--- src/rtl/msq_pkg.sv ---
package msq_pkg;

    localparam int CMD_W   = 16;
    localparam int BYTE_W  = 8;
    localparam int LANES   = 4;
    localparam int WR_BIT  = 13;
    localparam int OP_LSB  = 8;

    typedef enum logic [3:0] {
        OP_CS_HI = 4'd0,
        OP_CS_LO = 4'd1,
        OP_PULSE = 4'd2,
        OP_OUT1  = 4'd8,
        OP_OUT2  = 4'd9,
        OP_OUT4  = 4'd10
    } op_e;

    typedef enum logic [1:0] {
        ST_IDLE,
        ST_LOW,
        ST_HIGH
    } st_e;

    function automatic logic op_known(input logic [3:0] code);
        case (code)
            4'd0, 4'd1, 4'd2, 4'd8, 4'd9, 4'd10: op_known = 1'b1;
            default:                              op_known = 1'b0;
        endcase
    endfunction

    // Top bits of the shift register spread over the lanes for a given lane count.
    function automatic logic [LANES-1:0] lane_bits(input logic [BYTE_W-1:0] v,
                                                   input logic [2:0] w);
        case (w)
            3'd1:    lane_bits = {3'b000, v[BYTE_W-1]};
            3'd2:    lane_bits = {2'b00, v[BYTE_W-1 -: 2]};
            default: lane_bits = v[BYTE_W-1 -: 4];
        endcase
    endfunction

endpackage

--- src/rtl/msq_cmd_buf.sv ---
module msq_cmd_buf
    import msq_pkg::*;
(
    input  logic              clk,
    input  logic              rst_n,
    input  logic              wr,
    input  logic [CMD_W-1:0]  wdata,
    input  logic              man_en,
    input  logic              take,
    output logic              accept,
    output logic              pend_v,
    output op_e               pend_op,
    output logic [BYTE_W-1:0] pend_byte
);

    logic unused_bits;
    assign unused_bits = ^{wdata[CMD_W-1:WR_BIT+1], wdata[WR_BIT-1:OP_LSB+4]};

    logic well_formed;
    assign well_formed = wdata[WR_BIT] && op_known(wdata[OP_LSB +: 4]);
    assign accept      = wr && man_en && well_formed && (!pend_v || take);

    always_ff @(posedge clk or negedge rst_n) begin
        if (!rst_n) begin
            pend_v    <= 1'b0;
            pend_op   <= OP_CS_HI;
            pend_byte <= '0;
        end else begin
            if (accept) begin
                pend_v    <= 1'b1;
                pend_op   <= op_e'(wdata[OP_LSB +: 4]);
                pend_byte <= wdata[BYTE_W-1:0];
            end else if (take) begin
                pend_v    <= 1'b0;
            end
        end
    end

    // a waiting command is kept intact until the sequencer takes it
    a_r8_hold_pending: assert property (@(posedge clk) disable iff (!rst_n)
        (pend_v && !take) |=> (pend_v && $stable(pend_byte) && $stable(pend_op)));

endmodule

--- src/rtl/msq_shifter.sv ---
module msq_shifter
    import msq_pkg::*;
#(
    parameter int HALF_CYC = 2
) (
    input  logic              clk,
    input  logic              rst_n,
    input  logic              pend_v,
    input  op_e               pend_op,
    input  logic [BYTE_W-1:0] pend_byte,
    output logic              take,
    output logic              idle,
    output logic              cs_q,
    output logic              sck_q,
    output logic [LANES-1:0]  dq_q
);

    localparam int TMR_W  = (HALF_CYC > 1) ? $clog2(HALF_CYC) : 1;
    localparam int NCLK_W = $clog2(BYTE_W + 1);

    st_e               st, st_n;
    logic [TMR_W-1:0]  tmr;
    logic [NCLK_W-1:0] nclk;
    logic [BYTE_W-1:0] sr;
    logic [2:0]        lw;
    logic              tmr_done, last, clocked;

    assign tmr_done = (tmr == TMR_W'(HALF_CYC - 1));
    assign last     = (nclk == NCLK_W'(1));
    assign clocked  = (pend_op != OP_CS_HI) && (pend_op != OP_CS_LO);
    assign idle     = (st == ST_IDLE);

    always_comb begin
        st_n = st;
        take = 1'b0;
        unique case (st)
            ST_IDLE: if (pend_v) begin
                take = 1'b1;
                if (clocked) st_n = ST_LOW;
            end
            ST_LOW:  if (tmr_done) st_n = ST_HIGH;
            ST_HIGH: if (tmr_done) st_n = last ? ST_IDLE : ST_LOW;
            default: st_n = ST_IDLE;
        endcase
    end

    always_ff @(posedge clk or negedge rst_n) begin
        if (!rst_n) st <= ST_IDLE;
        else        st <= st_n;
    end

    always_ff @(posedge clk or negedge rst_n) begin
        if (!rst_n) begin
            cs_q  <= 1'b1;
            sck_q <= 1'b0;
            dq_q  <= '0;
            sr    <= '0;
            nclk  <= '0;
            lw    <= 3'd1;
            tmr   <= '0;
        end else begin
            tmr <= (st == ST_IDLE || tmr_done) ? '0 : tmr + 1'b1;
            unique case (st)
                ST_IDLE: if (pend_v) begin
                    case (pend_op)
                        OP_CS_HI: cs_q <= 1'b1;
                        OP_CS_LO: cs_q <= 1'b0;
                        OP_PULSE: nclk <= NCLK_W'(1);
                        OP_OUT1: begin
                            nclk <= NCLK_W'(BYTE_W);
                            lw   <= 3'd1;
                            dq_q <= lane_bits(pend_byte, 3'd1);
                            sr   <= pend_byte << 1;
                        end
                        OP_OUT2: begin
                            nclk <= NCLK_W'(BYTE_W / 2);
                            lw   <= 3'd2;
                            dq_q <= lane_bits(pend_byte, 3'd2);
                            sr   <= pend_byte << 2;
                        end
                        default: begin
                            nclk <= NCLK_W'(BYTE_W / 4);
                            lw   <= 3'd4;
                            dq_q <= lane_bits(pend_byte, 3'd4);
                            sr   <= pend_byte << 4;
                        end
                    endcase
                end
                ST_LOW: if (tmr_done) sck_q <= 1'b1;
                ST_HIGH: if (tmr_done) begin
                    sck_q <= 1'b0;
                    if (!last) begin
                        nclk <= nclk - 1'b1;
                        dq_q <= lane_bits(sr, lw);
                        sr   <= sr << lw;
                    end
                end
                default: ;
            endcase
        end
    end

    // chip select moves only on a command taken in IDLE
    a_r3_cs_from_idle: assert property (@(posedge clk) disable iff (!rst_n)
        !$stable(cs_q) |-> ($past(st) == ST_IDLE));

    // the clock rests low whenever the machine is idle
    a_r4_sck_low_idle: assert property (@(posedge clk) disable iff (!rst_n)
        (st == ST_IDLE) |-> !sck_q);

    // lanes never change on the rising clock
    a_r5_data_on_low: assert property (@(posedge clk) disable iff (!rst_n)
        $rose(sck_q) |-> $stable(dq_q));

    // while in HIGH the clock line is high
    a_r4_high_state: assert property (@(posedge clk) disable iff (!rst_n)
        (st == ST_HIGH) |-> sck_q);

endmodule

--- src/rtl/msq_pin_mux.sv ---
module msq_pin_mux
    import msq_pkg::*;
(
    input  logic             use_man,
    input  logic             m_cs,
    input  logic             m_sck,
    input  logic [LANES-1:0] m_dq,
    input  logic             a_cs,
    input  logic             a_sck,
    input  logic [LANES-1:0] a_dq,
    output logic             o_cs,
    output logic             o_sck,
    output logic [LANES-1:0] o_dq
);

    always_comb begin
        if (use_man) begin
            o_cs  = m_cs;
            o_sck = m_sck;
            o_dq  = m_dq;
        end else begin
            o_cs  = a_cs;
            o_sck = a_sck;
            o_dq  = a_dq;
        end
    end

endmodule

--- src/rtl/manual_link_seq.sv ---
module manual_link_seq
    import msq_pkg::*;
#(
    parameter int HALF_CYC = 2
) (
    input  logic        clk,
    input  logic        rst_n,
    input  logic        cmd_wr,
    input  logic [15:0] cmd_data,
    input  logic        man_en,
    input  logic        man_sel,
    input  logic        auto_cs_n,
    input  logic        auto_sck,
    input  logic [3:0]  auto_dout,
    output logic        link_cs_n,
    output logic        link_sck,
    output logic [3:0]  link_dout,
    output logic        sync_idle
);

    logic              accept, pend_v, take, sh_idle;
    op_e               pend_op;
    logic [BYTE_W-1:0] pend_byte;
    logic              m_cs, m_sck;
    logic [LANES-1:0]  m_dq;

    msq_cmd_buf u_buf (
        .clk       (clk),
        .rst_n     (rst_n),
        .wr        (cmd_wr),
        .wdata     (cmd_data),
        .man_en    (man_en),
        .take      (take),
        .accept    (accept),
        .pend_v    (pend_v),
        .pend_op   (pend_op),
        .pend_byte (pend_byte)
    );

    msq_shifter #(.HALF_CYC(HALF_CYC)) u_shift (
        .clk       (clk),
        .rst_n     (rst_n),
        .pend_v    (pend_v),
        .pend_op   (pend_op),
        .pend_byte (pend_byte),
        .take      (take),
        .idle      (sh_idle),
        .cs_q      (m_cs),
        .sck_q     (m_sck),
        .dq_q      (m_dq)
    );

    msq_pin_mux u_mux (
        .use_man (man_en && man_sel),
        .m_cs    (m_cs),
        .m_sck   (m_sck),
        .m_dq    (m_dq),
        .a_cs    (auto_cs_n),
        .a_sck   (auto_sck),
        .a_dq    (auto_dout),
        .o_cs    (link_cs_n),
        .o_sck   (link_sck),
        .o_dq    (link_dout)
    );

    assign sync_idle = sh_idle && !pend_v;

    // a taken command makes the link busy in the next cycle
    a_r9_busy_after_accept: assert property (@(posedge clk) disable iff (!rst_n)
        accept |=> !sync_idle);

endmodule

--- config.mk ---
export PLATFORM = sky130hd
export DESIGN_NAME = manual_link_seq
export DESIGN_NICKNAME = d
export VERILOG_FILES = /design/src/rtl/msq_pkg.sv /design/src/rtl/msq_cmd_buf.sv /design/src/rtl/msq_shifter.sv /design/src/rtl/msq_pin_mux.sv /design/src/rtl/manual_link_seq.sv
export SDC_FILE = /design/constraint.sdc
export NUM_CORES = 1
export LEC_CHECK = 0
export BUFFER_PORTS_ARGS = -buffer_cell sky130_fd_sc_hd__buf_2
export CAP_MARGIN = 10
export CORE_ASPECT_RATIO = 1.75
export CORE_MARGIN = 2
export CORE_UTILIZATION = 45
export DETAILED_ROUTE_END_ITERATION = 16
export PLACE_DENSITY = 0.69
export SETUP_SLACK_MARGIN = 0.1
export SKIP_CTS_REPAIR_TIMING = 1
export SLEW_MARGIN = 20
export SYNTH_ARGS = -nofsm -noshare
export SYNTH_HDL_FRONTEND = slang
export SYNTH_SLANG_ARGS = --single-unit
--- constraint.sdc ---
create_clock -name clk -period 2.3 [get_ports clk]
set_input_delay 0.23 -clock clk [delete_from_list [all_inputs] [get_ports clk]]
set_output_delay 0.23 -clock clk [all_outputs]
set_load 0.05 [all_outputs]
==> results.md, run 1 <==
- Inserted Diodes: 0
- Crit path launch: u_shift.st[1]
- Post-synthesis sequential area ratio: 42.0%
- Initial antenna violation count: 0
- CP startpoint kind: flip-flop
- Filler Cells Inserted: 439
- Crit path time final: 1820 ps
- Vias: 1757
- Drt wl/cell: 15.6 µm
- Final net count: 274
- Synth Cell Area: 2210 µm²
- Tcrit/Tclk final: 78.9%
- Tot Pwr: 3.09 mW
- Worst EP arrival: 2030 ps
- First-pass GRT wire length: 8.17 mm
- # IOs: 34
- Leakage: 1.07 nW
- Final wirelength: 4.64 mm
- Clock-pin transition on the worst setup and hold timing paths: 80 ps
- Total GRT Usage: 18.6%
- Yosys top cell area share: 39.6%
- Antenna Nets Post-Route: 0
- Die Footprint: 5510 µm²
- Post-synthesis register bit count: 37
- Vias/cell: 5.90
- Post-synth EDFFs: 0
- VDD IR max: 0.761 mV
- Critical R2R Launch: u_shift.st[1]
- Maxcap violations: 0
- Routed length on met3: 149 µm
- Worst Path Max Fanout: 12
- Worst setup path class: reg2reg
- Uppermost layer routed: met4
- Met1 wire length: 1.84 mm
- Share of cells above drive strength 1: 31.3%
- Mapped Nets: 246
- Yosys warning total: 0
- CP delay by family, top: simple AND/OR/NAND/NOR gates
- Max H-tree Level: 2
- Top cells by area, synth: dfrtp_1, mux2_2, mux2i_1, nand2_1, a21oi_1
- CP Buf/Inv Count: 1
- Synth cell types: 51
- Grt ovf: 0
- CP max-delay cell: dfrtp_1
- Cell count after synthesis: 217
- Tightest Pin Transition: 817 ps
- Chip height: 96.7 µm
- Floorplan row count: 33
- Root buffer cell: clkbuf_8
- Final hold vios: 0
- Detailed placement HPWL: 3.52 mm
- Setup_tns: 0 ps
- Avg Inst Size Synth: 10.2 µm²
- Width of the die: 57.0 µm
- Largest net degree at the start of global routing: 38
- Most common library cells after synthesis: dfrtp_1, mux2_2, nand2_1
- Slew headroom: 45.6%
- Hold Path Class: in2async
- Placer's final routability congestion estimate: 0.902
- Data required, critical path: 2510 ps
- Area Overhead vs Synth: 13.4%
- P per Cell Area: 1230 nW/µm²
- TritonCTS clock tree: done
- Layout Skew: 9.70 ps
- Critical path cell sequence: or3b_4 > o22ai_4 > buf_4 > nor2_1 > a31oi_1
- Final setup viols: 0
- Post-synth top area cell: dfrtp_1
- PortBufs: 30
- Vias in the first global route: 1777
- CTS sink cnt: 37
- Worst path max stage delay: 500 ps
- Outcome: complete, no violations
- Highest clock rate: 0.551 GHz
- WHS: 18.1 ps
- Most frequent cell after synthesis: dfrtp_1
- Core outline area: 4710 µm²
- Unrepaired setup endpoints after global routing: no
- DR iter-0 viols: 31
- Ys flop type: dfrtp_1
- CTS Buffer Depth: 2
- Clk_lat worst skew: 290 ps
- Starting Density: 47.0%
- Num CTS Buffers: 5
- Met2 WL: 2.47 mm
- Pre-Repair DR Iteration Count: 4
- Share of async-settable or async-resettable flops after synthesis: 100%
- Critical Path Sink Type: flip-flop
- Remaining DRCs: 0
- Final Slew Violations: 0
state kept, by name (all words and copies together) (netlist names):
signal           count
u_buf.pend_byte      8
u_buf.pend_op        4
u_buf.pend_v         1
u_shift.cs_q         1
u_shift.dq_q         4
u_shift.lw           3
u_shift.nclk         4
u_shift.sck_q        1
u_shift.sr           8
u_shift.st           2
u_shift.tmr          1
path summary, 6_finish.rpt:
| check | depth (start not counted) | endpoint | slack, ps |
|---|---|---|---|
| hold / removal | 1 | u_buf.pend_v | 20 |
| setup / recovery | 5 | u_shift.dq_q[0] | 480 |
| max in group asynchronous | 1 | u_shift.lw[1] | 1750 |
| setup reg to reg | 5 | u_shift.dq_q[0] | 480 |
| hold reg to reg | 2 | u_shift.cs_q | 480 |
| min in group clk | 2 | u_buf.pend_byte[0] | 160 |
logic make-up after synthesis:
family          synth area share, %
mux                            16.2
xor+xnor                      0.396
flops                          42.0
fa+ha+maj                      1.13
buf+inv                        5.66
compound gates                 19.8
simple gates                   14.9
layer usage:
metal	track usage (%)	vias to the layer above
met5	0	-
met1	21.3	837
met4	10.9	0
met3	2.81	14
met2	31.7	44
li1	-	862
worst reg2reg max path: stages, from the launching register on:
cell,delay (ps)
dfrtp_1,500
or3b_4,480
o22ai_4,330
buf_4,230
nor2_1,40
a31oi_1,150
power by group:
part / internal [mW] / switching (mW) / total [mW] / leakage, nW
clock network: 0.431 / 0.236 / 0.666 / 0.0681
registers: 0.899 / 0.316 / 1.22 / 0.448
logic: 0.548 / 0.658 / 1.21 / 0.559
total: 1.88 / 1.21 / 3.09 / 1.07
metrics by stage:
| step | setup WS, ps | area, µm² | cells | util [%] |
|---|---|---|---|---|
| after CTS | 481 | 2510 | 298 | 53.2 |
| after floorplan | 440 | 2210 | 217 | - |
| after global routing | 404 | 2510 | 298 | 53.2 |
| final | 485 | 2510 | 298 | 53.2 |
| after detailed placement | 504 | 2370 | 290 | 50.4 |
| after global placement | 529 | 2370 | 290 | 50.4 |
cell usage in the layout, fill, tap and decap left out, types with 3 or more instances in the layout:
cell,synthesis,layout
inv_1,8,8
nor2b_1,4,4
nor2_1,15,15
buf_4,2,5
nand2_1,17,17
mux2_2,22,22
o21ai_0,9,9
buf_2,7,30
a32oi_1,3,3
o211ai_1,6,6
nand3_1,5,5
nand2b_1,4,4
dfrtp_1,35,35
clkbuf_8,0,5
nor3_1,4,4
a31oi_1,4,4
mux2i_1,11,11
a21oi_1,12,12
area by class of cell:
cell class	instances	area (µm²)	area share (%)
Sequential cell	37	928	37.0
Multi-Input combinational cell	157	1160	46.2
Timing Repair Buffer	35	188	7.49
Clock inverter	3	65.1	2.60
Tap cell	52	65.1	2.60
Clock buffer	5	68.8	2.75
Inverter	9	33.8	1.35
No activity file was read; power rests on OpenSTA's default activity.
==> run 2: changes to the inputs <==
- PLACE_DENSITY: 0.69 -> 0.71
- clock period: 2.3 -> 1.6 ns (I/O delays scaled with it)
==> results.md, run 2 (synthesized netlist as in run 1, its figures left out) <==
- Largest net degree at the start of global routing: 22
- Critical Path Sink Type: flip-flop
- Clock-pin transition on the worst setup and hold timing paths: 70 ps
- Num CTS Buffers: 5
- Placer's final routability congestion estimate: 0.920
- Initial antenna violation count: 0
- Tot Pwr: 4.98 mW
- Width of the die: 57.0 µm
- Crit path launch: u_shift.st[0]
- Final hold vios: 0
- PortBufs: 30
- Worst EP arrival: 1850 ps
- Vias: 1953
- Vias/cell: 5.86
- Sw power: 2.10 mW
- Hold Path Class: in2reg
- Starting Density: 47.0%
- Data required, critical path: 1810 ps
- Final Slew Violations: 0
- CP endpoint: u_shift.nclk[0]
- Worst setup path class: reg2reg
- Combinational power share: 52.2%
- Clk_lat worst skew: 290 ps
- R2r endpoint: u_shift.nclk[0]
- Share of cells above drive strength 1: 49.5%
- Final setup viols: 3
- Max H-tree Level: 2
- Final wirelength: 5.87 mm
- Commonest non-fill, non-tap cell in the layout: dfrtp_1
- Critical R2R Launch: u_shift.st[0]
- Outcome: finished with violations
- Setup_tns: -72.2 ps
- Drt wl/cell: 17.6 µm
- Unrepaired setup endpoints after global routing: yes
- CTS sink cnt: 37
- Layout Skew: 3.69 ps
- Antenna Nets Post-Route: 0
- Vias in the first global route: 1891
- Hold path depth: 2
- Tcrit/Tclk final: 103%
- Final worst slack: -42.9 ps
- Detailed placement HPWL: 4.01 mm
- Maxcap violations: 0
- Die Footprint: 5510 µm²
- # IOs: 34
- Remaining DRCs: 0
- Leakage: 1.25 nW
- Highest clock rate: 0.609 GHz
- TritonCTS clock tree: done
- P per Cell Area: 1700 nW/µm²
- Inserted Diodes: 0
- Failing checks: negative setup slack
- DR iter-0 viols: 39
- Core outline area: 4710 µm²
- Commonest non-fill, non-tap cells in the layout: dfrtp_1, buf_4, buf_2
- Grt ovf: 0
- Total GRT Usage: 19.5%
- Slew headroom: 67.6%
- VDD IR max: 1.26 mV
- Clock power frac: 13.7%
- Tightest Pin Transition: 486 ps
- R2R depth: 6
- Crit path time final: 1640 ps
- CTS Buffer Depth: 2
- First-pass GRT wire length: 8.55 mm
- Final net count: 309
- Cell Int Power: 2.87 mW
- CP startpoint kind: flip-flop
- Worst Path Max Fanout: 5
- Placement Setup Slack: -0.119 ps
- Pre-Repair DR Iteration Count: 4
- Flop pwr share: 34.1%
- Chip height: 96.7 µm
- Area Overhead vs Synth: 32.5%
- Root buffer cell: clkbuf_8
- FF-to-FF setup slack: -40 ps
- Floorplan row count: 33
- Sw Ratio: 42.2%
- Top flop regs: u_buf.pend_byte x8, u_shift.sr x8
-- run 2: cell count changes in the layout (fill, tap and decap cells not counted), moves of 4 or more --
cell	before	now
buf_6	0	6
a21oi_1	12	7
o21ai_0	9	4
a21oi_2	0	4
nor2_1	15	8
nor2_2	0	5
o21ai_1	1	5
buf_4	5	31
-- run 2: stage by stage --
stage / area, µm² / util, % / cells / hold WS, ps
3_5_place_dp: 2560 / 54.5 / 315 / 142
6_report: 2930 / 62.2 / 333 / 93.9
2_1_floorplan: 2220 / - / 217 / -136
3_3_place_gp: 2560 / 54.5 / 315 / 143
5_1_grt: 2930 / 62.2 / 333 / 92.2
4_1_cts: 2660 / 56.5 / 323 / -169
-- run 2: worst min-delay path by stage --
stage / endpoint / startpoint / slack [ps]
after floorplan: u_buf.pend_byte[0] / rst_n / -140
after global placement: u_shift.st[0] / rst_n / 140
after detailed placement: u_shift.nclk[1] / rst_n / 140
after CTS: u_buf.pend_op[1] / rst_n / -170
after global routing: u_buf.pend_byte[2] / cmd_data[2] / 90
final: u_buf.pend_byte[2] / cmd_data[2] / 90
-- run 2: critical path, cell delays in order (launching register included) --
cell,delay [ps]
dfrtp_1,420
or3b_4,450
buf_6,160
o22ai_4,200
buf_6,160
nand3_2,90
o21ai_2,90
-- run 2: power by group through the flow --
stage                     clock, mW  combinational, mW  sequential (mW)
after floorplan                   0               1.59             1.54
after global placement            0               2.10             1.65
after detailed placement          0               2.14             1.66
after CTS                     0.686               2.15             1.65
after global routing          0.737               2.82             1.74
final                         0.681               2.60             1.70
-- run 2: area by class of cell --
class / count / area [µm²]
clock buffer: 7 / 86.3
clock inverter: 1 / 7.51
fill: 399 / 1780
inverter: 9 / 33.8
multi-input combinational: 158 / 1330
sequential: 37 / 931
tap: 52 / 65.1
timing repair buffer: 69 / 480
-- run 2: metal layers --
metal	up-vias	share of wire [%]	global-route usage, %
met2	51	56	34.0
li1	930	-	-
met1	953	37	21.6
met3	19	2.9	3.21
met5	-	0	0
met4	0	3.8	11.3
==> run 3: changes to the inputs <==
- BUFFER_PORTS_ARGS: -buffer_cell sky130_fd_sc_hd__buf_2 -> not set
- CORE_MARGIN: 2 -> 1
- DONT_BUFFER_PORTS: not set -> 1
- PLACE_DENSITY: 0.71 -> 0.65
==> results.md, run 3 (synthesized netlist as in run 1, its figures left out) <==
- Vias in the first global route: 1754
- Outcome: finished with violations
- Filler Cells Inserted: 439
- Grt ovf: 0
- TritonCTS clock tree: done
- Pre-Repair DR Iteration Count: 4
- Commonest non-fill, non-tap cells in the layout: dfrtp_1, buf_4, mux2_2
- Critical Path Sink Type: flip-flop
- Drt wl/cell: 16.7 µm
- Seq. cell area: 931 µm²
- PortBufs: 0
- Share of cells above drive strength 1: 37.1%
- Top flop regs: u_buf.pend_byte x8, u_shift.sr x8
- Core outline area: 4710 µm²
- Hold path depth: 1
- Final wirelength: 4.95 mm
- Final Slew Violations: 0
- Crit path time final: 1600 ps
- Final worst slack: -0.0556 ps
- VDD IR max: 1.13 mV
- Clock-pin transition on the worst setup and hold timing paths: 80 ps
- R2R depth: 5
- Highest clock rate: 0.625 GHz
- Floorplan row count: 33
- Initial antenna violation count: 0
- Layout Skew: 8.62 ps
- Critical R2R Launch: u_shift.st[0]
- CTS Buffer Depth: 2
- Unrepaired setup endpoints after global routing: yes
- Commonest non-fill, non-tap cell in the layout: dfrtp_1
- FF-to-FF setup slack: -0.06 ps
- Data required, critical path: 1820 ps
- Num CTS Buffers: 5
- Inserted Diodes: 0
- Setup_tns: -0.0556 ps
- Final design utilization: 56.5%
- Chip height: 94.7 µm
- Clk_lat worst skew: 290 ps
- P per Cell Area: 1810 nW/µm²
- Detailed placement HPWL: 3.79 mm
- Worst setup path class: reg2reg
- Multi-input logic area: 1220 µm²
- Largest net degree at the start of global routing: 38
- Area Overhead vs Synth: 20.3%
- Worst Path Max Fanout: 8
- Root buffer cell: clkbuf_8
- Failing checks: negative setup slack
- Final net count: 273
- Slew headroom: 76.6%
- Vias/cell: 5.85
- Max H-tree Level: 2
- R2r endpoint: u_shift.sr[6]
- Worst EP arrival: 1820 ps
- # IOs: 34
- Antenna Nets Post-Route: 0
- First-pass GRT wire length: 8.03 mm
- Tcrit/Tclk final: 100%
- Die Footprint: 5210 µm²
- Hold Path Sink: u_buf.pend_op[1]
- DR iter-0 viols: 41
- CTS sink cnt: 37
- Total GRT Usage: 21.7%
- Maxcap violations: 0
- Leakage: 1.12 nW
- Width of the die: 55.0 µm
- CP startpoint kind: flip-flop
- Vias: 1737
- Starting Density: 47.0%
- Min-delay src: cmd_data[9]
- Tightest Pin Transition: 350 ps
- Placer's final routability congestion estimate: 0.863
- Hold Path Class: in2reg
- Final hold vios: 0
- Remaining DRCs: 0
- Final setup viols: 1
==> run 3: worst max-delay path, cell delays in order (launching register included) <==
cell     delay [ps]
dfrtp_1         430
or3b_4          420
o22ai_4         290
buf_6           170
a21oi_1          60
a41oi_1         150
==> run 3: worst max path at each step <==
| stage | from | to | slack [ps] |
|---|---|---|---|
| finish | u_shift.st[0] | u_shift.sr[6] | -0.06 |
| global placement | u_shift.nclk[0] | u_shift.sr[6] | -30 |
| global route | u_shift.st[0] | u_shift.sr[4] | -50 |
| detailed placement | u_shift.nclk[1] | u_shift.sr[6] | -40 |
| floorplan | u_buf.pend_op[2] | u_shift.nclk[1] | 150 |
| CTS | u_shift.nclk[1] | u_shift.sr[6] | -70 |
==> run 3: stage by stage <==
| step | instances | power [mW] | instance area (µm²) | setup slack, ps | hold slack [ps] |
|---|---|---|---|---|---|
| 3_5_place_dp | 286 | 3.80 | 2430 | -40.8 | -135 |
| 6_report | 297 | 4.81 | 2660 | -0.0556 | 10.8 |
| 5_1_grt | 297 | 5.12 | 2660 | -51.9 | 6.17 |
| 2_1_floorplan | 217 | 3.13 | 2220 | 145 | -136 |
| 4_1_cts | 294 | 4.66 | 2550 | -65.7 | -453 |
| 3_3_place_gp | 286 | 3.77 | 2430 | -25.6 | -135 |
==> run 3: metal layers <==
metal	wire, µm	global-route usage (%)
met2	2720	36.3
met4	134	10.2
met1	1980	26.2
met5	0	0
met3	118	2.90
==> run 3: cell type report <==
class                      instances  share of cell area [%]
multi-input combinational        157                    46.0
clock inverter                     2                    1.41
tap                               52                    2.45
inverter                           9                    1.27
clock buffer                       6                    3.10
timing repair buffer              34                    10.8
sequential                        37                    35.0
==> run 3: power by group <==
group	internal [mW]	switching (mW)	total (mW)	leakage, nW
registers	1.29	0.365	1.66	0.445
logic	1.11	1.19	2.30	0.613
clock network	0.507	0.344	0.850	0.0574
